**config.mk**
```make
export PLATFORM = sky130hd
export DESIGN_NAME = fcap_leg_select
export DESIGN_NICKNAME = d
export VERILOG_FILES = /design/src/rtl/fcleg_pkg.sv /design/src/rtl/fcleg_datapath.sv /design/src/rtl/fcleg_control.sv /design/src/rtl/fcap_leg_select.sv
export SDC_FILE = /design/constraint.sdc
export NUM_CORES = 1
export LEC_CHECK = 0
export CAP_MARGIN = 15
export CORE_MARGIN = 5
export CORE_UTILIZATION = 53
export CTS_BUF_LIST = sky130_fd_sc_hd__clkbuf_8
export DETAILED_ROUTE_END_ITERATION = 16
export PLACE_DENSITY_LB_ADDON = 0.2
export RECOVER_POWER = 100
export SLEW_MARGIN = 10
export SYNTH_ARGS = -nofsm -noshare
export SYNTH_HDL_FRONTEND = slang
export SYNTH_HIERARCHICAL = 1
export SYNTH_SLANG_ARGS = --single-unit
```
**constraint.sdc**
```tcl
create_clock -name clk -period 8.86 [get_ports clk]
set_input_delay 1.772 -clock clk [delete_from_list [all_inputs] [get_ports clk]]
set_output_delay 1.772 -clock clk [all_outputs]
set_load 0.05 [all_outputs]
```
**src/rtl/fcleg_pkg.sv**
```systemverilog
`timescale 1ns/1ps
package fcleg_pkg;

  typedef enum logic [1:0] {
    LVL_MID   = 2'b00,
    LVL_UPPER = 2'b01,
    LVL_RSVD  = 2'b10,
    LVL_LOWER = 2'b11
  } level_e;

  localparam logic [3:0] PAT_OFF   = 4'b0000;
  localparam logic [3:0] PAT_UPPER = 4'b1100;
  localparam logic [3:0] PAT_LOWER = 4'b0011;
  localparam logic [3:0] PAT_MID_A = 4'b0101;
  localparam logic [3:0] PAT_MID_B = 4'b1010;

  typedef struct packed {
    logic   loadGates;
    logic   setHyst;
    logic   clrHyst;
    level_e level;
  } leg_strobe_t;

endpackage

```
**src/rtl/fcleg_datapath.sv**
```systemverilog
`timescale 1ns/1ps
module fcleg_datapath
  import fcleg_pkg::*;
#(
  parameter int VOLT_W   = 16,
  parameter int BAND_LSB = 16
) (
  input  logic                     clk,
  input  logic                     rstN,
  input  leg_strobe_t              strobe,
  input  logic signed [VOLT_W-1:0] capVolt,
  input  logic signed [VOLT_W-1:0] dcRef,
  input  logic                     curPositive,
  output logic                     aboveBand,
  output logic                     belowBand,
  output logic                     hystState,
  output logic [3:0]               gates
);

  localparam int ERR_W = VOLT_W + 2;
  localparam logic signed [ERR_W-1:0] BAND_POS = ERR_W'(BAND_LSB);
  localparam logic signed [ERR_W-1:0] BAND_NEG = -ERR_W'(BAND_LSB);

  logic signed [ERR_W-1:0] capExt;
  logic signed [ERR_W-1:0] refExt;
  logic signed [ERR_W-1:0] halfRef;
  logic signed [ERR_W-1:0] errVal;
  logic                    pickMidA;
  logic [3:0]              nextPattern;

  // error against half the link reference, with headroom for the subtraction
  assign capExt  = {{2{capVolt[VOLT_W-1]}}, capVolt};
  assign refExt  = {{2{dcRef[VOLT_W-1]}}, dcRef};
  assign halfRef = refExt >>> 1;
  assign errVal  = capExt - halfRef;

  assign aboveBand = errVal > BAND_POS;
  assign belowBand = errVal < BAND_NEG;

  always_ff @(posedge clk) begin
    if (!rstN) begin
      hystState <= 1'b0;
    end else if (strobe.setHyst) begin
      hystState <= 1'b1;
    end else if (strobe.clrHyst) begin
      hystState <= 1'b0;
    end
  end

  // a reversed current swaps the charging role of the two midpoint patterns
  assign pickMidA = (hystState == curPositive);

  always_comb begin
    unique case (strobe.level)
      LVL_UPPER: nextPattern = PAT_UPPER;
      LVL_LOWER: nextPattern = PAT_LOWER;
      LVL_MID:   nextPattern = pickMidA ? PAT_MID_A : PAT_MID_B;
      default:   nextPattern = gates;
    endcase
  end

  always_ff @(posedge clk) begin
    if (!rstN) begin
      gates <= PAT_OFF;
    end else if (strobe.loadGates) begin
      gates <= nextPattern;
    end
  end

endmodule

```
**src/rtl/fcleg_control.sv**
```systemverilog
`timescale 1ns/1ps
module fcleg_control
  import fcleg_pkg::*;
(
  input  logic        levelValid,
  input  logic [1:0]  levelReq,
  input  logic        aboveBand,
  input  logic        belowBand,
  output leg_strobe_t strobe
);

  level_e reqLevel;
  logic   reqLegal;

  assign reqLevel = level_e'(levelReq);
  assign reqLegal = (reqLevel != LVL_RSVD);

  always_comb begin
    strobe.loadGates = levelValid && reqLegal;
    strobe.setHyst   = aboveBand;
    strobe.clrHyst   = belowBand && !aboveBand;
    strobe.level     = reqLevel;
  end

endmodule

```
**src/rtl/fcap_leg_select.sv**
```systemverilog
`timescale 1ns/1ps
module fcap_leg_select
  import fcleg_pkg::*;
#(
  parameter int VOLT_W   = 16,
  parameter int BAND_LSB = 16
) (
  input  logic                     clk,
  input  logic                     rstN,
  input  logic                     levelValid,
  input  logic [1:0]               levelReq,
  input  logic signed [VOLT_W-1:0] capVolt,
  input  logic signed [VOLT_W-1:0] dcRef,
  input  logic                     curPositive,
  output logic [3:0]               gates
);

  leg_strobe_t strobe;
  logic        aboveBand;
  logic        belowBand;
  logic        hystState;

  fcleg_control i_control (
    .levelValid (levelValid),
    .levelReq   (levelReq),
    .aboveBand  (aboveBand),
    .belowBand  (belowBand),
    .strobe     (strobe)
  );

  fcleg_datapath #(
    .VOLT_W   (VOLT_W),
    .BAND_LSB (BAND_LSB)
  ) i_datapath (
    .clk         (clk),
    .rstN        (rstN),
    .strobe      (strobe),
    .capVolt     (capVolt),
    .dcRef       (dcRef),
    .curPositive (curPositive),
    .aboveBand   (aboveBand),
    .belowBand   (belowBand),
    .hystState   (hystState),
    .gates       (gates)
  );

endmodule

```
==> results.txt, run 1 <==
In this run, post-CTS hold repair placed 0 buffers. In this run the critical register-to-register path is launched from i_datapath/hystState. The min-delay analysis places its worst path in the category register to register. The endpoint identified for the worst register-to-register timing path is i_datapath/gates[1]. At the later pin of the worst-skew pair, clock insertion delay measures 220 ps.

The multi-input combinational cell area is 1162 um2. The fraction of the yosys area taken by sequential cells came out at 0.07220. Of the total synthesized cell area, the portion taken by XOR and XNOR cells is 0.06318. The synthesized net count is 253. Yosys mapped the design onto 56 distinct sky130hd cell types. STA puts the critical path data required time at 8970 ps. For the worst setup path, the data arrival time is 5110 ps. The share of total power dissipated in sequential elements is 0.140.

The iteration count of the initial detailed-routing pass came out at 4. The net switching power of the design is 0.07153 mW. The maximum level of the CTS H-tree came out at 1. ha_1 takes more of the synthesized area than any other cell. The part of the total power dissipated in the clock network is 0.231. In the post-synthesis netlist, the biggest area contributors are ha_1 (17%), dfxtp_1 (7.2%), inv_1 (6.5%). The largest net degree at the start of global routing is 12.

The ratio of final minimum period to clock period is 0.5636. The total DRC errors in the routed layout came out at 0. The layout net count is 294. The number of DRC markers after the initial detailed-route iteration came out at 49. After synthesis, the largest family of logic cells by area is simple AND/OR/NAND/NOR gates. The storage element area came out at 100.1 um2.

In this design, the critical path's most frequently occurring cell is nor2b_1. The number of cells traversed by the worst register-to-register path came out at 6. The multiplexer share of the synthesized area is 0.007220.

In this run the clock root is driven by a clkbuf_8. After synthesis the netlist holds a flip-flop and latch count of 5. The end point of the critical path is i_datapath/hystState. The final hold slack came out at 517.6 ps. The number of antenna violations at the first check in global routing came out at 0. Buffers inserted during clock tree synthesis total 3. The total half-perimeter wirelength after legalization and detailed placement is 2.814 mm.

Walking the worst path, the cells encountered are clkdlybuf4s50_1 -> inv_1 -> ha_1 -> fa_1 -> nand2b_1 -> a21oi_1 -> o21ai_2 -> a21boi_0 -> o21ai_1 -> or4_1 -> o31a_1 -> nor2b_1 -> nor2b_1 -> o21a_1. The CTS tree is built. The share of synthesized area in the top cell type comes to 0.1715.

The clock slew at the register clock pins of the worst setup and hold paths is 40 ps. 0 antenna diodes ended up in the layout. The internal portion of the total power is around 0.11 mW. STA classifies the critical path startpoint as an input pin. After detailed routing, the average wire length per cell comes to 12.63 um. The first-pass GRT wire length came out at around 5.5 mm.

The aggregate routed wire length came out at 3.348 mm. The leakage power total came out at ~0.8 nW. The average via count per standard cell came out at 5.811.

The complex-gate fraction of the synthesized area is 0.2771. The reported max-cap violation count came out at 0. Ranked by instance count, the synthesized netlist is headed by inv_1 (24), ha_1 (19), nor2_1 (16). After clock tree synthesis, the repair step resized 0 gates. The standard-cell row count came out at 18. The power density over cell area is 97.55 nW/um2.

For this run, the slowest stage of the critical path takes 500 ps. The run finished with clean final reports. Of the total power, the share spent switching nets is 0.3995. The mapped netlist covers 1386 um2.

The via count of the first global-routing pass came out at about 1500. The sum of negative setup slack came out at 0 ps. The kind of capture point of the worst setup path is a register. The share of synthesized cell area in full adder, half adder and majority cells is 0.1859. Setup repair after global routing left no endpoint under its margin. The effective utilization at floorplan came out at 0.5546. Across all register-to-register paths, the minimum setup slack is a little under 8000 ps.

The total power came out at 0.1791 mW. The clock net sink count came out at 5. The relative contribution of combinational cells to total power is 0.629. The total overflow reported by the global router is 0. The area growth from synthesis to final layout came out at 32.40%. The combined global-route utilization of all metal layers is 0.1877. The number of instances in the synthesized netlist came out at 195. In this run the deepest clock path goes through 2 buffers. The final count of negative-setup-slack endpoints is 0.

By instance count, the leading cell after synthesis is inv_1. The number of setup buffers added after CTS came out at 0. The number of synthesis warnings is 6. The minimum clock period is 4993 ps. The share of synthesized cell area in and, or, nand and nor gates is 0.3078. The top flip-flop cell by instance count after synthesis is dfxtp_1. The overall die area is 3739 um2.

The slowest stage of the critical path is the or4_1 cell. The number of input and output port buffers inserted came out at 40. The height of the die came out at 61.15 um. Tracing the worst setup path back leads to its startpoint at capVolt[0]. The start-to-end type of the worst setup path is input pin to register. The fraction of layout instances using a drive strength above 1 is 0.04681.

The normalized max-slew margin is 0.6663. The number of failing hold endpoints at the final stage is 0. The congestion estimate from routability-driven global placement came to 0.7740. The count of pins on the block boundary is 42. The proportion of synthesized flip-flops having asynchronous set or reset is 0.

The largest vdd supply drop came out at a little over 0.09 mV. The floorplan die width is 61.15 um. The highest attainable clock frequency is approximately 0.2 GHz.

For this block, the via count after detailed routing is 1540. The worst clock skew on the final layout is 1.431 ps. The slew at the pin with the worst max-slew slack came out at 498.9 ps. A synthesized cell averages 7.109 um2.

The residual antenna-violating net count after detailed routing came out at 0. The region available for standard cell placement spans 2500 um2. The total count of max-transition violations in the final report is 0. The largest driver fanout on the critical path came out at 5. The filler cell count in the final layout came out at 208.

In this run, synthesis inferred 0 flip-flops with an integrated enable.
==> layout make-up <==
type                    instances  area share
flip-flops and latches          5     0.05453
multi-input cells             162      0.6333
clock buffers                   3     0.02249
well taps                      30     0.02045
clock inverters                 1    0.002045
inverters                      24     0.04908
repair buffers                 40      0.2181
==> power groups by stage <==
stage / registers (mW) / clock network, mW / logic [mW]
3_3_place_gp: 0.0254 / 0 / 0.108
2_1_floorplan: 0.0292 / 0 / 0.0768
6_report: 0.0251 / 0.0413 / 0.113
5_1_grt: 0.0254 / 0.0438 / 0.125
4_1_cts: 0.0252 / 0.0426 / 0.113
3_5_place_dp: 0.0255 / 0 / 0.112
==> how the worst min path moves through the flow <==
stage	from	end	slack, ps	cells past startpoint
after floorplan	i_datapath/hystState	i_datapath/hystState	560	2
after global routing	i_datapath/gates[0]	i_datapath/gates[0]	550	2
after CTS	i_datapath/gates[3]	i_datapath/gates[3]	520	2
after global placement	i_datapath/gates[1]	i_datapath/gates[1]	500	2
final	i_datapath/gates[0]	i_datapath/gates[0]	520	2
after detailed placement	i_datapath/gates[3]	i_datapath/gates[3]	510	2
==> layout by cell type, fill, tap and decap left out, types with 2 or more instances in the layout <==
master	n
or2_1	3
xor2_1	6
nand2_1	6
clkdlybuf4s50_1	35
nor3_1	11
o311ai_0	2
ha_1	19
a311oi_1	4
nor2b_1	8
xnor2_1	4
and2_1	2
o22ai_1	2
o21ai_1	4
nand2b_1	5
a21oi_1	11
clkbuf_8	3
nand3_1	8
inv_1	25
a211oi_1	3
or3_1	4
dfxtp_1	5
dlygate4sd3_1	5
nor4_1	2
o21ai_0	9
nor2_1	16
==> through the flow <==
stage          std cells  worst slack, ps  utilization  area [um2]
2_1_floorplan        195             4486            -        1386
3_3_place_gp         261             3836       0.7177        1794
3_5_place_dp         261             3767       0.7177        1794
4_1_cts              265             4002       0.7357        1839
5_1_grt              265             3676       0.7342        1836
6_report             265             3867       0.7342        1836
==> cells by family after synthesis <==
kind of cell | count (synthesis)
muxes | 1
buffers and inverters | 28
and+or+nand+nor | 76
adders and majority gates | 20
xor gates and xnor gates | 10
AOI/OAI and AO/OA | 55
DFF | 5
==> worst max-delay path, delay by kind of cell <==
kind            cells  cell delay, ps
compound gates      6            1360
fa+ha+maj           2             640
buf+inv             2             490
simple gates        4             840
==> sequential cells by signal, summed over array words and instances (netlist names) <==
signal                cells
i_datapath/gates          4
i_datapath/hystState      1
==> layer usage <==
layer / routed length (um) / GRT usage / vias to the layer above
li1: - / - / 794
met1: 1470 / 0.1973 / 689
met2: 1667 / 0.3595 / 49
met3: 151 / 0.008386 / 8
met4: 59 / 0.1176 / 0
met5: 0 / 0 / -
(Power assumes the default switching activity.)
==> run 2: changes to the inputs <==
CORE_UTILIZATION = 49   (was 53)
clock period = 5.2 ns   (was 8.86 ns; I/O delays follow)
==> results.txt, run 2 (synthesis results as in run 1) <==
At the placement stage, the worst setup path has a slack of 766.8 ps. The number of instances resized during post-cts repair is 0. The aggregate routed wire length came out at 3.480 mm. Setup violations remaining at the end of the flow were counted as 0. The worst setup path is captured at a register. The share of total power dissipated in sequential elements is 0.139. In the final layout, the registers with the most flip-flops are i_datapath/gates: 4 flops, i_datapath/hystState: 1 flops.

The cell area after layout is 1837 um2. The total count of max-transition violations in the final report is 0. The start-to-end type of the worst setup path is input pin to register.

The power density over cell area is 167.6 nW/um2. The area growth from synthesis to final layout came out at 32.49%. The total power came out at 0.3078 mW. For the final routed database, the setup TNS stands at 0 ps. The largest net degree at the start of global routing came out at 12. The part of the total power dissipated in the clock network came out at 0.236. The maximum level of the CTS H-tree came out at 1. The residual antenna-violating net count after detailed routing is 0. The clock slew at the register clock pins of the worst setup and hold paths came out at 40 ps. The combined global-route utilization of all metal layers is 0.1832. The required time of the worst setup path came out at 5320 ps. The deepest clock path buffer count came out at 2. The most common library cell in the layout ignoring fill and taps is clkdlybuf4s50_1. The number of input and output port buffers inserted is 40.

Once placement finished, the instance area stood at roughly 1800 um2. Using the TritonRoute via totals, the vias-per-cell ratio works out to 5.857. The root buffer cell chosen for the clock tree is clkbuf_8. The number of flip-flops in the largest register is 4. The CTS buffer count came out at 3.

TritonCTS built the clock tree. Setup slack on the critical path of the routed design comes to 885.4 ps. The ratio of final minimum period to clock period is 0.8297.

The internal portion of the total power is 0.1834 mW. The overall die area is around 4000 um2. The normalized max-slew margin is 0.6633. The standard-cell row count is 19. The final hold slack came out at roughly 510 ps.

During I/O placement, the number of pins put on the boundary was 42. The filler cell count in the final layout is 237. The net switching power of the design is 0.1244 mW. The repair_antennas step left the layout with diodes totalling 0.

The first global-routing pass estimated 6.272 mm of wire. The number of setup buffers added after CTS came out at 0. The total overflow reported by the global router came out at 0.

The number of failing hold endpoints at the final stage is 0. The reported max-cap violation count came out at 0. The largest vdd supply drop came out at 0.1290 mV. The number of antenna violations at the first check in global routing came out at 0. STA classifies the critical path startpoint as an input pin.

The largest register by flop count is i_datapath/gates. The worst min-delay path class is register to register. The height of the die is between 60 and 70 um.

Of the total power, combinational logic draws 0.625. The iteration count of the initial detailed-routing pass is 4. The routed wirelength normalized by instance count is 13.08 um. The via count of the first global-routing pass is 1555. Timing would allow up to between 0.2 and 0.25 GHz. For this configuration, the core starts out at a cell density of 0.5071. The largest driver fanout on the critical path came out at 5. In the layout the commonest cells are clkdlybuf4s50_1 (35), inv_1 (25), ha_1 (19).

The total DRC errors in the routed layout is 0. The total half-perimeter wirelength after legalization and detailed placement is 2.923 mm. The leakage power total is ~0.80 nW. Of the cells placed in the final design, the portion with a size suffix greater than 1 is 0.04681.

At the end of routability-driven placement, the weighted congestion stood at 0.8064. The clock period could shrink to about 4300 ps. Setup repair after global routing left no endpoint under its margin. The number of hold-repair buffers added at the cts stage is 0. The data arrival time of the critical path is 4440 ps. CTS saw 5 sinks. Measured along the x axis, the die boundary spans roughly 63 um. The slew at the pin with the worst max-slew slack came out at 503.4 ps.

The number of DRC markers after the initial detailed-route iteration is between 100 and 150. The core region is 2734 um2. The worst clock skew on the final layout came out at 2.787 ps. The switching power as a share of total power is 0.4041. The net count of the finished layout is a little under 300.

The run finished with clean final reports. The total vias in the final route is 1558. The worst-skew pair later-pin latency is 230 ps.
run 2: cell counts in the layout (fill, tap and decap cells not counted):
Identical to the previous run, type by type.
run 2: power groups by stage:
| stage | clock network, mW | logic (mW) | registers, mW |
|---|---|---|---|
| floorplan | 0 | 0.131 | 0.0497 |
| global placement | 0 | 0.184 | 0.0433 |
| detailed placement | 0 | 0.192 | 0.0436 |
| CTS | 0.0751 | 0.193 | 0.0429 |
| global route | 0.0789 | 0.214 | 0.0432 |
| finish | 0.0725 | 0.192 | 0.0429 |
run 2: layout make-up:
| cell class | count | area (um2) | area share |
|---|---|---|---|
| timing repair buffer | 40 | 400.4 | 0.2180 |
| multi-input combinational | 162 | 1162 | 0.6328 |
| clock buffer | 3 | 41.29 | 0.02248 |
| sequential | 5 | 100.1 | 0.05450 |
| tap | 31 | 38.79 | 0.02112 |
| clock inverter | 1 | 3.754 | 0.002044 |
| inverter | 24 | 90.09 | 0.04905 |
run 2: final timing paths:
check	from	end	slack (ps)	cells after the start
worst max-delay path	capVolt[0]	i_datapath/hystState	890	14
worst min register to register	i_datapath/gates[3]	i_datapath/gates[3]	510	2
worst max register to register	i_datapath/hystState	i_datapath/gates[1]	4080	6
worst min-delay path	i_datapath/gates[3]	i_datapath/gates[3]	510	2
run 2: metal layers:
metal / vias to the layer above / track usage / share of wire
met5: - / 0 / 0
met4: 0 / 0.06234 / 0.0078
met3: 2 / 0.02664 / 0.056
met2: 51 / 0.3526 / 0.52
met1: 712 / 0.2000 / 0.41
li1: 793 / - / -
run 2: per-stage QoR:
stage	util	cells
after floorplan	-	195
after global placement	0.6568	262
after detailed placement	0.6568	262
after CTS	0.6732	266
after global routing	0.6719	266
final	0.6719	266
run 2: critical path: stages:
cell	delay [ps]
clkdlybuf4s50_1	460
inv_1	40
ha_1	240
fa_1	420
nand2b_1	180
a21oi_1	360
o21ai_2	170
a21boi_0	290
o21ai_1	110
or4_1	510
o31a_1	310
nor2b_1	110
nor2b_1	50
o21a_1	150
==> run 3: changes to the inputs <==
CORE_UTILIZATION = 44   (was 49)
clock period = 3.56 ns   (was 5.2 ns; I/O delays follow)
==> results.txt, run 3 (synthesis results as in run 1) <==
The run finished with clean final reports. Across the run, the number of max-cap violations was 0. The via count of the first global-routing pass is between 1000 and 1500. In the final layout, the registers with the most flip-flops are i_datapath/gates: 4 flops, i_datapath/hystState: 1 flops. The largest stage delay on the critical path is 540 ps. Summed over all layers, the global routing overflow is 0. The clock slew at the register clock pins of the worst setup and hold paths is 40 ps. The number of input and output port buffers inserted is 40. The effective utilization at floorplan is 0.4579. The count of pins on the block boundary came out at 42.

Traced cell by cell, the critical path runs through clkdlybuf4s50_1 -> inv_1 -> ha_4 -> buf_4 -> nor2_1 -> a22o_1 -> a31oi_4 -> buf_6 -> a211oi_4 -> o21ai_1 -> or4_1 -> o31a_1 -> nor2b_1 -> nor2b_1 -> o21a_1. The largest driver fanout on the critical path came out at 4. CTS built an H-tree with a depth of 1. The total DRC errors in the routed layout came out at 0. The filler cell count in the final layout came out at between 200 and 250. The initialized floorplan defines 20 standard-cell rows. The analysis attributes to net switching a power of about 0.22 mW. The deepest clock path buffer count is 2. The die covers 4373 um2. The number of inserted diodes is 0. The multi-input combinational cell area is 1396 um2. The critical path's most frequent cell is nor2b_1. The worst clock skew on the final layout is 2.367 ps.

TritonCTS built the clock tree. The number of antenna violations at the first check in global routing was 0. VDD sags by at most 0.09220 mV.

The power density over cell area is 237.3 nW/um2. The minimum clock period came out at 3532 ps. In the global route stage, overall resource usage came out at 0.1586.

The relative contribution of combinational cells to total power is 0.709. Clock latency on the worst-skew pair, taken at its later pin, is 220 ps. Clock tree synthesis inserted a total of 3 buffers. The register with the most flip-flops in the layout has 4 of them. The worst setup path is launched from an input pin. The required time of the worst setup path is 3670 ps. The worst hold path passes through 2 cells. The largest individual stage delay along the critical path comes from the cell or4_1. The analysis attributes to cell leakage a power of 1.065 nW. After detailed routing, the number of vias per cell comes to 5.524. The number of cells traversed by the worst register-to-register path came out at 6. The library cells used most frequently in the layout, excluding fill and tap cells, are buf_4 (35), clkdlybuf4s50_1 (27), inv_1 (22). The clock net sink count came out at 5. The normalized max-slew margin is 0.6488. Of the total power, the share spent switching nets is 0.3949.

The final count of negative-setup-slack endpoints came out at 0. The worst setup slack before clock tree synthesis came out at -372.3 ps. The data arrival time of the critical path is approximately 3600 ps. STA classifies the critical path endpoint as a register.

The fraction of layout instances using a drive strength above 1 is 0.2915. The first-pass GRT wire length is 5.637 mm. In this run the most critical hold path is launched from i_datapath/gates[1]. i_datapath/gates holds more flip-flops than any other register. The total vias in the final route is 1740. The placeable core region is 3028 um2. The critical path starts at dcRef[5]. After detailed routing, the average wire length per cell comes to between 10 and 15 um. The number of failing hold endpoints at the final stage came out at 0. The highest attainable clock frequency came out at 0.2831 GHz. The iteration count of the initial detailed-routing pass came out at 4. The number of DRC markers after the initial detailed-route iteration came out at 60. The layout net count is 330. The total count of max-transition violations in the final report was 0.

The total half-perimeter wirelength after legalization and detailed placement came out at 2.938 mm. Hold repair after CTS inserted 0 buffers. At the pin with the least slew margin, the transition time is approximately 530 ps.

The final worst-path setup slack came out at between 20 and 30 ps. The floorplan die width came out at 66.13 um. The area growth from synthesis to final layout is 71.21%. The weighted congestion at the end of routability-driven global placement is between 0.8 and 0.9.

The start-to-end type of the worst setup path is input pin to register. The power share of the sequential group came out at 0.111. From bottom edge to top edge, the die measures between 60 and 70 um. Summing all flip-flop and latch instances after layout gives ~100 um2. The worst hold path belongs to the class register to register. The most common library cell in the layout ignoring fill and taps is buf_4.

Setup total negative slack on the finished layout was measured at 0 ps. The detail route stage leaves a number of antenna-violating nets equal to 0. The tree is rooted in a clkbuf_8.

In the finished design, the share of the clock period the worst path needs comes to 0.9922. The part of the total power dissipated in the clock network is 0.180. In this run the critical register-to-register path is launched from i_datapath/hystState. The largest net degree at the start of global routing came out at 9. Internal power comes to between 0.3 and 0.4 mW. Summed over all layers, the routed wires come to 4.295 mm.
-- run 3: metal layers --
metal,share of wire,global-route usage,wire length (um),up-vias
met4,0.031,0.04569,134,0
met5,0,0,0,-
met1,0.43,0.2136,1867,806
met3,0.044,0.01531,190,16
li1,-,-,-,867
met2,0.49,0.2652,2102,51
-- run 3: layout make-up --
type	instances	area share
Sequential cell	5	0.04217
Inverter	24	0.03795
Clock inverter	1	0.001581
Clock buffer	3	0.01740
Timing Repair Buffer	76	0.2894
Tap cell	44	0.02319
Multi-Input combinational cell	162	0.5883
-- run 3: through the flow --
step                      power, mW  cell area, um2  instances  utilization  hold WS [ps]
after floorplan              0.2637            1386        195            -         563.8
final                        0.5633            2374        315       0.7839         500.6
after global routing         0.6053            2374        315       0.7839         545.4
after CTS                    0.4982            2113        310       0.6979         510.9
after global placement       0.3820            2037        305       0.6727         502.0
after detailed placement     0.3855            2037        305       0.6727         503.3
-- run 3: repair_timing --
action	in CTS	in global routing
setup buffers	1	5
setup endpoints to repair	1	1
gates resized for setup	9	44
pin swaps	12	12
-- run 3: final timing paths --
check	endpoint	slack [ps]
max	i_datapath/hystState	30
min	i_datapath/gates[1]	500
max reg2reg	i_datapath/gates[1]	2490
min reg2reg	i_datapath/gates[1]	500
-- run 3: power groups by stage --
stage	Combinational (mW)	Sequential (mW)	Clock (mW)
2_1_floorplan	0.191	0.0726	0
3_3_place_gp	0.319	0.0634	0
3_5_place_dp	0.322	0.0635	0
4_1_cts	0.331	0.0627	0.105
5_1_grt	0.432	0.0632	0.110
6_report	0.399	0.0624	0.102
-- run 3: worst max-delay path, delay by kind of cell --
family	cells	cell delay, ps
compound gates	6	1100
fa+ha+maj	1	230
simple gates	4	810
buf+inv	4	800
